**src/rtl/mbus_pkg.sv**
```systemverilog
package mbus_pkg;

  typedef enum logic [2:0] {
    BK_FETCH  = 3'd0,
    BK_MEM_RD = 3'd1,
    BK_MEM_WR = 3'd2,
    BK_IO_RD  = 3'd3,
    BK_IO_WR  = 3'd4
  } bus_kind_e;

  typedef struct packed {
    logic io_m;
    logic s1;
    logic s0;
  } bus_status_t;

  localparam bus_status_t STATUS_IDLE = '{io_m: 1'b0, s1: 1'b0, s0: 1'b0};

  function automatic logic kind_ok(input logic [2:0] code);
    return code <= 3'd4;
  endfunction

  function automatic logic kind_reads(input bus_kind_e k);
    return (k == BK_FETCH) || (k == BK_MEM_RD) || (k == BK_IO_RD);
  endfunction

  function automatic logic kind_writes(input bus_kind_e k);
    return (k == BK_MEM_WR) || (k == BK_IO_WR);
  endfunction

  function automatic bus_status_t kind_status(input bus_kind_e k);
    bus_status_t st;
    case (k)
      BK_FETCH:  st = '{io_m: 1'b0, s1: 1'b1, s0: 1'b1};
      BK_MEM_RD: st = '{io_m: 1'b0, s1: 1'b1, s0: 1'b0};
      BK_MEM_WR: st = '{io_m: 1'b0, s1: 1'b0, s0: 1'b1};
      BK_IO_RD:  st = '{io_m: 1'b1, s1: 1'b1, s0: 1'b0};
      BK_IO_WR:  st = '{io_m: 1'b1, s1: 1'b0, s0: 1'b1};
      default:   st = STATUS_IDLE;
    endcase
    return st;
  endfunction

endpackage

```
**src/rtl/mbus_tstate_ctr.sv**
```systemverilog
module mbus_tstate_ctr #(
  parameter int FETCH_T = 4,
  parameter int XFER_T  = 3,
  parameter int TS_W    = $clog2(FETCH_T + 1)
) (
  input  logic            clk,
  input  logic            rst_n,
  input  logic            start,
  input  logic            is_fetch,
  output logic            busy,
  output logic [TS_W-1:0] tst,
  output logic            half,
  output logic            done
);

  logic [TS_W-1:0] last_t;
  logic            at_last;

  assign last_t  = is_fetch ? TS_W'(FETCH_T) : TS_W'(XFER_T);
  assign at_last = (tst == last_t);
  assign done    = busy && half && at_last;

  always_ff @(posedge clk) begin
    if (!rst_n) begin
      busy <= 1'b0;
      tst  <= '0;
      half <= 1'b0;
    end else if (start) begin
      busy <= 1'b1;
      tst  <= TS_W'(1);
      half <= 1'b0;
    end else if (busy) begin
      if (!half) begin
        half <= 1'b1;
      end else if (at_last) begin
        busy <= 1'b0;
        tst  <= '0;
        half <= 1'b0;
      end else begin
        tst  <= tst + TS_W'(1);
        half <= 1'b0;
      end
    end
  end

endmodule

```
**src/rtl/mbus_strobe_gen.sv**
```systemverilog
module mbus_strobe_gen
  import mbus_pkg::*;
#(
  parameter int TS_W = 3
) (
  input  logic            busy,
  input  logic [TS_W-1:0] tst,
  input  logic            half,
  input  bus_kind_e       kind,
  output logic            ale,
  output logic            rd_n,
  output logic            wr_n,
  output logic            ad_oe,
  output logic            ad_data_sel,
  output logic            rd_sample,
  output bus_status_t     status
);

  logic in_t1, in_t2, in_t3, strobe_win, rd_kind, wr_kind;

  assign in_t1   = busy && (tst == TS_W'(1));
  assign in_t2   = busy && (tst == TS_W'(2));
  assign in_t3   = busy && (tst == TS_W'(3));
  assign rd_kind = kind_reads(kind);
  assign wr_kind = kind_writes(kind);

  // strobes span T2 and the first half of T3
  assign strobe_win = in_t2 || (in_t3 && !half);

  always_comb begin
    ale         = in_t1 && !half;
    rd_n        = !(rd_kind && strobe_win);
    wr_n        = !(wr_kind && strobe_win);
    ad_oe       = in_t1 || (wr_kind && (in_t2 || in_t3));
    ad_data_sel = !in_t1;
    rd_sample   = rd_kind && in_t3 && !half;
    status      = busy ? kind_status(kind) : STATUS_IDLE;
  end

endmodule

```
**src/rtl/mbus_datapath.sv**
```systemverilog
module mbus_datapath
  import mbus_pkg::*;
#(
  parameter int ADDR_W = 16,
  parameter int DATA_W = 8,
  parameter int HI_W   = ADDR_W - DATA_W
) (
  input  logic              clk,
  input  logic              rst_n,
  input  logic              start,
  input  logic [2:0]        req_kind,
  input  logic [ADDR_W-1:0] req_addr,
  input  logic [DATA_W-1:0] req_wdata,
  input  logic              rd_sample,
  input  logic              ad_data_sel,
  input  logic [DATA_W-1:0] ad_in,
  output bus_kind_e         kind_q,
  output logic              is_fetch,
  output logic [HI_W-1:0]   addr_hi,
  output logic [DATA_W-1:0] ad_out,
  output logic [DATA_W-1:0] rdata,
  output logic [DATA_W-1:0] ir
);

  logic [ADDR_W-1:0] addr_q;
  logic [DATA_W-1:0] wdata_q;

  always_ff @(posedge clk) begin
    if (!rst_n) begin
      kind_q  <= BK_FETCH;
      addr_q  <= '0;
      wdata_q <= '0;
      rdata   <= '0;
      ir      <= '0;
    end else begin
      if (start) begin
        kind_q  <= bus_kind_e'(req_kind);
        addr_q  <= req_addr;
        wdata_q <= req_wdata;
      end
      if (rd_sample) begin
        rdata <= ad_in;
        if (kind_q == BK_FETCH) ir <= ad_in;
      end
    end
  end

  assign is_fetch = (kind_q == BK_FETCH);
  assign addr_hi  = addr_q[ADDR_W-1:DATA_W];
  assign ad_out   = ad_data_sel ? wdata_q : addr_q[DATA_W-1:0];

endmodule

```
**src/rtl/mbus_cycle_seq.sv**
```systemverilog
module mbus_cycle_seq
  import mbus_pkg::*;
#(
  parameter int ADDR_W  = 16,
  parameter int DATA_W  = 8,
  parameter int FETCH_T = 4,
  parameter int XFER_T  = 3
) (
  input  logic                            clk,
  input  logic                            rst_n,
  input  logic                            req_valid,
  output logic                            req_ready,
  input  logic [2:0]                      req_kind,
  input  logic [ADDR_W-1:0]               req_addr,
  input  logic [DATA_W-1:0]               req_wdata,
  output logic                            rsp_valid,
  output logic [DATA_W-1:0]               rsp_rdata,
  output logic [DATA_W-1:0]               instr_byte,
  output logic [$clog2(FETCH_T+1)-1:0]    tstate,
  output logic [ADDR_W-DATA_W-1:0]        addr_hi,
  output logic [DATA_W-1:0]               ad_out,
  output logic                            ad_oe,
  input  logic [DATA_W-1:0]               ad_in,
  output logic                            ale,
  output logic                            rd_n,
  output logic                            wr_n,
  output logic                            io_m,
  output logic                            s1,
  output logic                            s0
);

  localparam int TS_W = $clog2(FETCH_T + 1);
  localparam int HI_W = ADDR_W - DATA_W;

  logic            busy, half, start, is_fetch, ad_data_sel, rd_sample;
  logic [TS_W-1:0] tst;
  bus_kind_e       kind_q;
  bus_status_t     status;

  assign req_ready = !busy;
  assign start     = req_valid && req_ready && kind_ok(req_kind);

  mbus_tstate_ctr #(
    .FETCH_T (FETCH_T),
    .XFER_T  (XFER_T),
    .TS_W    (TS_W)
  ) u_ctr (
    .clk      (clk),
    .rst_n    (rst_n),
    .start    (start),
    .is_fetch (is_fetch),
    .busy     (busy),
    .tst      (tst),
    .half     (half),
    .done     (rsp_valid)
  );

  mbus_strobe_gen #(
    .TS_W (TS_W)
  ) u_strobe (
    .busy        (busy),
    .tst         (tst),
    .half        (half),
    .kind        (kind_q),
    .ale         (ale),
    .rd_n        (rd_n),
    .wr_n        (wr_n),
    .ad_oe       (ad_oe),
    .ad_data_sel (ad_data_sel),
    .rd_sample   (rd_sample),
    .status      (status)
  );

  mbus_datapath #(
    .ADDR_W (ADDR_W),
    .DATA_W (DATA_W),
    .HI_W   (HI_W)
  ) u_dp (
    .clk         (clk),
    .rst_n       (rst_n),
    .start       (start),
    .req_kind    (req_kind),
    .req_addr    (req_addr),
    .req_wdata   (req_wdata),
    .rd_sample   (rd_sample),
    .ad_data_sel (ad_data_sel),
    .ad_in       (ad_in),
    .kind_q      (kind_q),
    .is_fetch    (is_fetch),
    .addr_hi     (addr_hi),
    .ad_out      (ad_out),
    .rdata       (rsp_rdata),
    .ir          (instr_byte)
  );

  assign tstate = tst;
  assign io_m   = status.io_m;
  assign s1     = status.s1;
  assign s0     = status.s0;

endmodule

```
**config.mk**
```make
export PLATFORM = sky130hd
export DESIGN_NAME = mbus_cycle_seq
export DESIGN_NICKNAME = d
export VERILOG_FILES = /design/src/rtl/mbus_pkg.sv /design/src/rtl/mbus_tstate_ctr.sv /design/src/rtl/mbus_strobe_gen.sv /design/src/rtl/mbus_datapath.sv /design/src/rtl/mbus_cycle_seq.sv
export SDC_FILE = /design/constraint.sdc
export NUM_CORES = 1
export LEC_CHECK = 0
export ABC_CLOCK_PERIOD_IN_PS = 1900
export BUFFER_PORTS_ARGS = -buffer_cell sky130_fd_sc_hd__clkbuf_2
export CAP_MARGIN = 20
export CORE_MARGIN = 4
export CORE_UTILIZATION = 49
export DETAILED_ROUTE_END_ITERATION = 6
export PLACE_DENSITY = 0.79
export SLEW_MARGIN = 20
export SYNTH_ARGS = -nofsm -noshare
export SYNTH_HDL_FRONTEND = slang
export SYNTH_HIERARCHICAL = 1
export SYNTH_SLANG_ARGS = --single-unit
```
**constraint.sdc**
```tcl
create_clock -name clk -period 1.9 [get_ports clk]
set_input_delay 0.19 -clock clk [delete_from_list [all_inputs] [get_ports clk]]
set_output_delay 0.19 -clock clk [all_outputs]
set_load 0.02 [all_outputs]
```
==> flow_metrics.env, run 1 <==
export IMPL_area_growth_pct=21.6
export IMPL_relSlewSlack_pct=59.9
export IMPL_rsz0062_at_grt="no"
export IMPL_status="completed"
export IMPL_holdBufCountCts=0
export IMPL_ys_types=39
export IMPL_firstDrtPassIters=4
export IMPL_drive_above_1_share_pct=39.4
export IMPL_antenna_found_initial=0
export IMPL_dieArea_um2=5700
export IMPL_synthFlopType="dfxtp_1"
export IMPL_hp_class="input port to flip-flop"
export IMPL_crit_chain="nand4bb_1, buf_4, mux2_2, clkbuf_2"
export IMPL_wl_per_cell_um=13.0
export IMPL_netlist_area_leader_share_pct=43.0
export IMPL_num_rows=24
export IMPL_fin_skew_ns=0.00710
export IMPL_synth_edf_count=0
export IMPL_grt_pass1_wl_um=7210
export IMPL_syn_inst=214
export IMPL_cts_setup_buffers=0
export IMPL_layout_commonest_cell="clkbuf_2"
export IMPL_drt_iter0_drc=54
export IMPL_io_pins=82
export IMPL_grt_overflow_total=0
export IMPL_gp_congestion=0.819
export IMPL_nets=327
export IMPL_cts_buffers=5
export IMPL_port_buffers=81
export IMPL_setup_viol=0
export IMPL_drc=0
export IMPL_start_kind="flip-flop"
export IMPL_syn_avg_cell_area_um2=10.4
export IMPL_grt_use_total_pct=16.2
export IMPL_min_period_over_period_pct=94.9
export IMPL_p_per_area_nw_per_um2=728
export IMPL_syn_cell_area_um2=2230
export IMPL_syn_num_nets=253
export IMPL_dieWidth_um=75.5
export IMPL_path_clk_slew_ns=0.09
export IMPL_synth_area_leaders="dfxtp_1, mux2i_1, nor2b_1"
export IMPL_crit_slowest_cell="dfxtp_1"
export IMPL_die_height_um=75.5
export IMPL_ant_nets=0
export IMPL_final_cell_mix="clkbuf_2, dfxtp_1, mux2i_1"
export IMPL_critPathArrivalTime_ns=1.61
export IMPL_worst_slew_pin_slew_ns=0.601
export IMPL_h_tree_depth=2
export IMPL_coreArea_um2=4380
export IMPL_fin_crit_ns=1.80
export IMPL_synth_top_cell_by_area="dfxtp_1"
export IMPL_ctsResizeCount=0
export IMPL_final_util_pct=62.0
export IMPL_grt_pass1_vias=1648
export IMPL_worst_path_max_fanout=9
export IMPL_max_freq_ghz=0.555
export IMPL_crit_type="flip-flop to output port"
export IMPL_tns_ns=0
export IMPL_slowest_delay_ns=0.50
export IMPL_cts_root_buf="clkbuf_8"
export IMPL_cts_max_path_buffers=2
export IMPL_start_util_pct=51.0
export IMPL_vias_per_cell=4.99
export IMPL_max_cap_violations=0
export IMPL_clk_latency_ns=0.29
export IMPL_p_leak_nw=1.16
export IMPL_cts_tree="built"
export IMPL_vias=1703
export IMPL_cts_sinks=48
export IMPL_end_kind="output port"
export IMPL_ys_seq_area_share_pct=43.0
export IMPL_synth_seq_cells=48
export IMPL_hold_violations=0
export IMPL_synth_warning_count=6
export IMPL_diodes=0
export IMPL_dp_hpwl_um=3270
export IMPL_wl_um=4420
export IMPL_synthArstFlopShare_pct=0
export IMPL_peakVddDrop_mv=0.541
export IMPL_worstPathRequired_ns=1.71
export IMPL_grt_max_degree=37
export IMPL_finalMaxSlewViolations=0
-- sequential cells by signal, summed over array words and instances, names as in the netlist --
| name | count |
|---|---|
| u_dp/rdata | 8 |
| u_dp/wdata_q | 8 |
| u_ctr/half | 1 |
| u_ctr/busy | 1 |
| u_dp/kind_q | 3 |
| u_dp/addr_q | 16 |
| u_ctr/tst | 3 |
| u_dp/ir | 8 |
-- cell type report --
class / count / area [um2]
fill: 385 / 1670
timing repair buffer: 86 / 455
sequential: 48 / 967
clock buffer: 8 / 90.1
multi-input combinational: 144 / 1130
tap: 52 / 65.1
inverter: 3 / 11.3
-- per-stage QoR --
step,setup WS [ns],std cells,instance area [um2],power [mW],hold WS (ns)
finish,0.0971,341,2720,1.98,0.138
global route,0.00215,341,2720,2.07,0.134
CTS,0.0485,341,2710,2.00,0.136
detailed placement,0.280,333,2620,1.39,0.450
global placement,0.308,333,2620,1.39,0.439
floorplan,0.245,214,2230,1.30,0.332
-- final timing paths --
kind                  end  slack (ns)  depth (start not counted)      startpoint
max             ad_out[3]         0.1                          4      u_ctr/busy
min            u_dp/ir[2]        0.14                          3        ad_in[2]
max reg2reg  u_ctr/tst[2]        0.25                          4  u_dp/kind_q[0]
min reg2reg    u_dp/ir[4]        0.47                          2      u_dp/ir[4]
-- critical path: cells and delay by family (launching register included) --
kind	cells	cell delay, ns
buf+inv	2	0.37
flops	1	0.50
mux	1	0.28
simple gates	1	0.18
-- cells in the mapped netlist (2+ instances only) --
master and n:
nand2_1 20, mux2i_1 43, mux2_2 8, nand2b_1 3, nor2_1 4, buf_6 4, or4b_1 2, nor2b_1 36
clkbuf_1 5, buf_4 9, and3_1 2, dfxtp_1 48, a21oi_1 2, inv_1 3
-- kinds of logic after synthesis --
kind of cell / Yosys count / share of synthesized area, %
and+or+nand+nor: 81 / 22.8
DFF: 48 / 43.0
adders and majority gates: 1 / 0.560
AOI/OAI and AO/OA: 9 / 2.97
muxes: 51 / 23.3
xor gates and xnor gates: 2 / 0.784
buffers and inverters: 22 / 6.61
-- routing by layer --
metal | vias up | part of all wire (%) | global-route usage (%)
met1 | 788 | 44 | 20.4
met2 | 42 | 48 | 26.5
met4 | 0 | 0.95 | 4.66
met5 | - | 0 | 0
met3 | 4 | 6.7 | 5.41
li1 | 869 | - | -
-- report_power, final --
group	switching (mW)	internal (mW)
clock network	0.315	0.297
registers	0.0354	1.05
logic	0.145	0.139
No activity file was read; power rests on OpenSTA's default activity.
==> run 2: changes to the inputs <==
--- a/config.mk
+++ b/config.mk
@@ -6,8 +6,9 @@
 export NUM_CORES = 1
 export LEC_CHECK = 0
 export ABC_CLOCK_PERIOD_IN_PS = 1900
-export BUFFER_PORTS_ARGS = -buffer_cell sky130_fd_sc_hd__clkbuf_2
+export BUFFER_PORTS_ARGS = -buffer_cell sky130_fd_sc_hd__buf_2
 export CAP_MARGIN = 20
+export CORE_ASPECT_RATIO = 0.8
 export CORE_MARGIN = 4
 export CORE_UTILIZATION = 49
 export DETAILED_ROUTE_END_ITERATION = 6
==> run 2 against run 1 <==
Against the previous run: critical path depth unchanged; clock power decreased by 1%; cell area is 0.69% higher; non-clock buffer count grew 2; routed wire length fell by 0.45%; sequential cell count unchanged; setup slack got worse by 0.012 ns; hold slack improved by 0.0084 ns; clock skew decreased by 0.0019 ns; maximum frequency shrank 0.64%; first-iteration DRC count is 3.7% lower.
==> flow_metrics.env, run 2 (synthesis gave the netlist of run 1 again) <==
export IMPL_status="completed"
export IMPL_fin_hold_ws_ns=0.147
export IMPL_hp_start="req_addr[12]"
export IMPL_worstPathRequired_ns=1.71
export IMPL_end_kind="output port"
export IMPL_final_util_pct=63.9
export IMPL_die_height_um=68.4
export IMPL_grt_overflow_total=0
export IMPL_grt_use_total_pct=15.7
export IMPL_final_cell_area_um2=2740
export IMPL_p_leak_nw=1.19
export IMPL_rsz0062_at_grt="no"
export IMPL_cts_setup_buffers=0
export IMPL_vias=1688
export IMPL_largest_register_ffs=16
export IMPL_port_buffers=81
export IMPL_firstDrtPassIters=4
export IMPL_antenna_found_initial=0
export IMPL_h_tree_depth=2
export IMPL_p_per_area_nw_per_um2=720
export IMPL_vias_per_cell=4.85
export IMPL_dieWidth_um=83.5
export IMPL_grt_pass1_wl_um=7160
export IMPL_path_clk_slew_ns=0.08
export IMPL_hold_violations=0
export IMPL_hp_class="input port to flip-flop"
export IMPL_drive_above_1_share_pct=38.5
export IMPL_relSlewSlack_pct=70.8
export IMPL_coreArea_um2=4280
export IMPL_fin_skew_ns=0.00523
export IMPL_peakVddDrop_mv=0.493
export IMPL_diodes=0
export IMPL_grt_pass1_vias=1607
export IMPL_top_register="u_dp/addr_q"
export IMPL_gp_congestion=0.807
export IMPL_worst_path_max_fanout=10
export IMPL_max_cap_violations=0
export IMPL_worst_slew_pin_slew_ns=0.439
export IMPL_drc=0
export IMPL_ctsResizeCount=0
export IMPL_grt_max_degree=31
export IMPL_tns_ns=0
export IMPL_ant_nets=0
export IMPL_cts_tree="built"
export IMPL_crit_start="u_ctr/tst[2]"
export IMPL_io_pins=82
export IMPL_min_path_cells=3
export IMPL_critPathArrivalTime_ns=1.62
export IMPL_drt_iter0_drc=52
export IMPL_cts_buffers=5
export IMPL_cts_max_path_buffers=2
export IMPL_holdBufCountCts=0
export IMPL_dpl_cell_area_um2=2640
export IMPL_nets=329
export IMPL_r2r_start="u_ctr/tst[0]"
export IMPL_cts_sinks=48
export IMPL_area_growth_pct=22.4
export IMPL_finalMaxSlewViolations=0
export IMPL_layout_commonest_cell="buf_2"
export IMPL_wl_per_cell_um=12.7
export IMPL_setup_viol=0
export IMPL_rr_worst_depth=5
export IMPL_wl_um=4400
export IMPL_max_freq_ghz=0.551
export IMPL_cts_root_buf="clkbuf_8"
export IMPL_crit_type="flip-flop to output port"
export IMPL_start_kind="flip-flop"
export IMPL_fillers=376
export IMPL_start_util_pct=52.2
export IMPL_num_rows=21
export IMPL_min_period_over_period_pct=95.5
export IMPL_dieArea_um2=5710
export IMPL_dp_hpwl_um=3280
export IMPL_final_cell_mix="buf_2, dfxtp_1, mux2i_1"
export IMPL_fin_crit_ns=1.81
export IMPL_clk_latency_ns=0.29
==> run 2: changes by cell type in the layout (fill, tap and decap cells not counted), sizes merged <==
cell | before | now
buf | 5 | 88
clkinvlp | 0 | 1
clkbuf | 89 | 7
==> run 2: final timing paths <==
path	endpoint	slack, ns
setup / recovery	ad_out[6]	0.09
hold / removal	u_dp/addr_q[12]	0.15
setup reg to reg	u_dp/ir[3]	0.25
hold reg to reg	u_dp/ir[4]	0.47
==> run 2: worst max-delay path, cell delays in order (launching register included) <==
cell and delay [ns]:
dfxtp_1 0.46, nand4bb_1 0.17, buf_4 0.19, mux2_2 0.35
buf_2 0.16
==> run 2: through the flow <==
step	worst slack [ns]	power [mW]	instances
3_5_place_dp	0.270	1.39	340
3_3_place_gp	0.322	1.39	340
4_1_cts	0.0839	2.00	348
2_1_floorplan	0.245	1.30	214
6_report	0.0854	1.97	348
5_1_grt	0.000652	2.08	348
==> run 2: layer usage <==
| metal | vias to the layer above | track usage [%] | part of all wire [%] |
|---|---|---|---|
| li1 | 873 | - | - |
| met1 | 760 | 18.4 | 46 |
| met2 | 49 | 26.2 | 45 |
| met3 | 6 | 6.86 | 7.7 |
| met4 | 0 | 5.22 | 1.1 |
| met5 | - | 0 | 0 |
==> run 2: cell type report <==
cell class              count  area (um2)  share of cell area (%)
multi-input cells         144        1130                    41.2
inverters                   3        11.3                   0.412
clock inverters             1        7.51                   0.274
repair buffers             88         470                    17.2
well taps                  57        71.3                    2.61
flip-flops and latches     48         961                    35.1
clock buffers               7        86.3                    3.16
==> run 2: where the power goes <==
part	leakage, nW	total, mW	internal [mW]	switching [mW]
clock	0.0445	0.603	0.295	0.308
sequential	0.391	1.08	1.04	0.0332
combinational	0.759	0.289	0.143	0.146
total	1.19	1.97	1.48	0.487
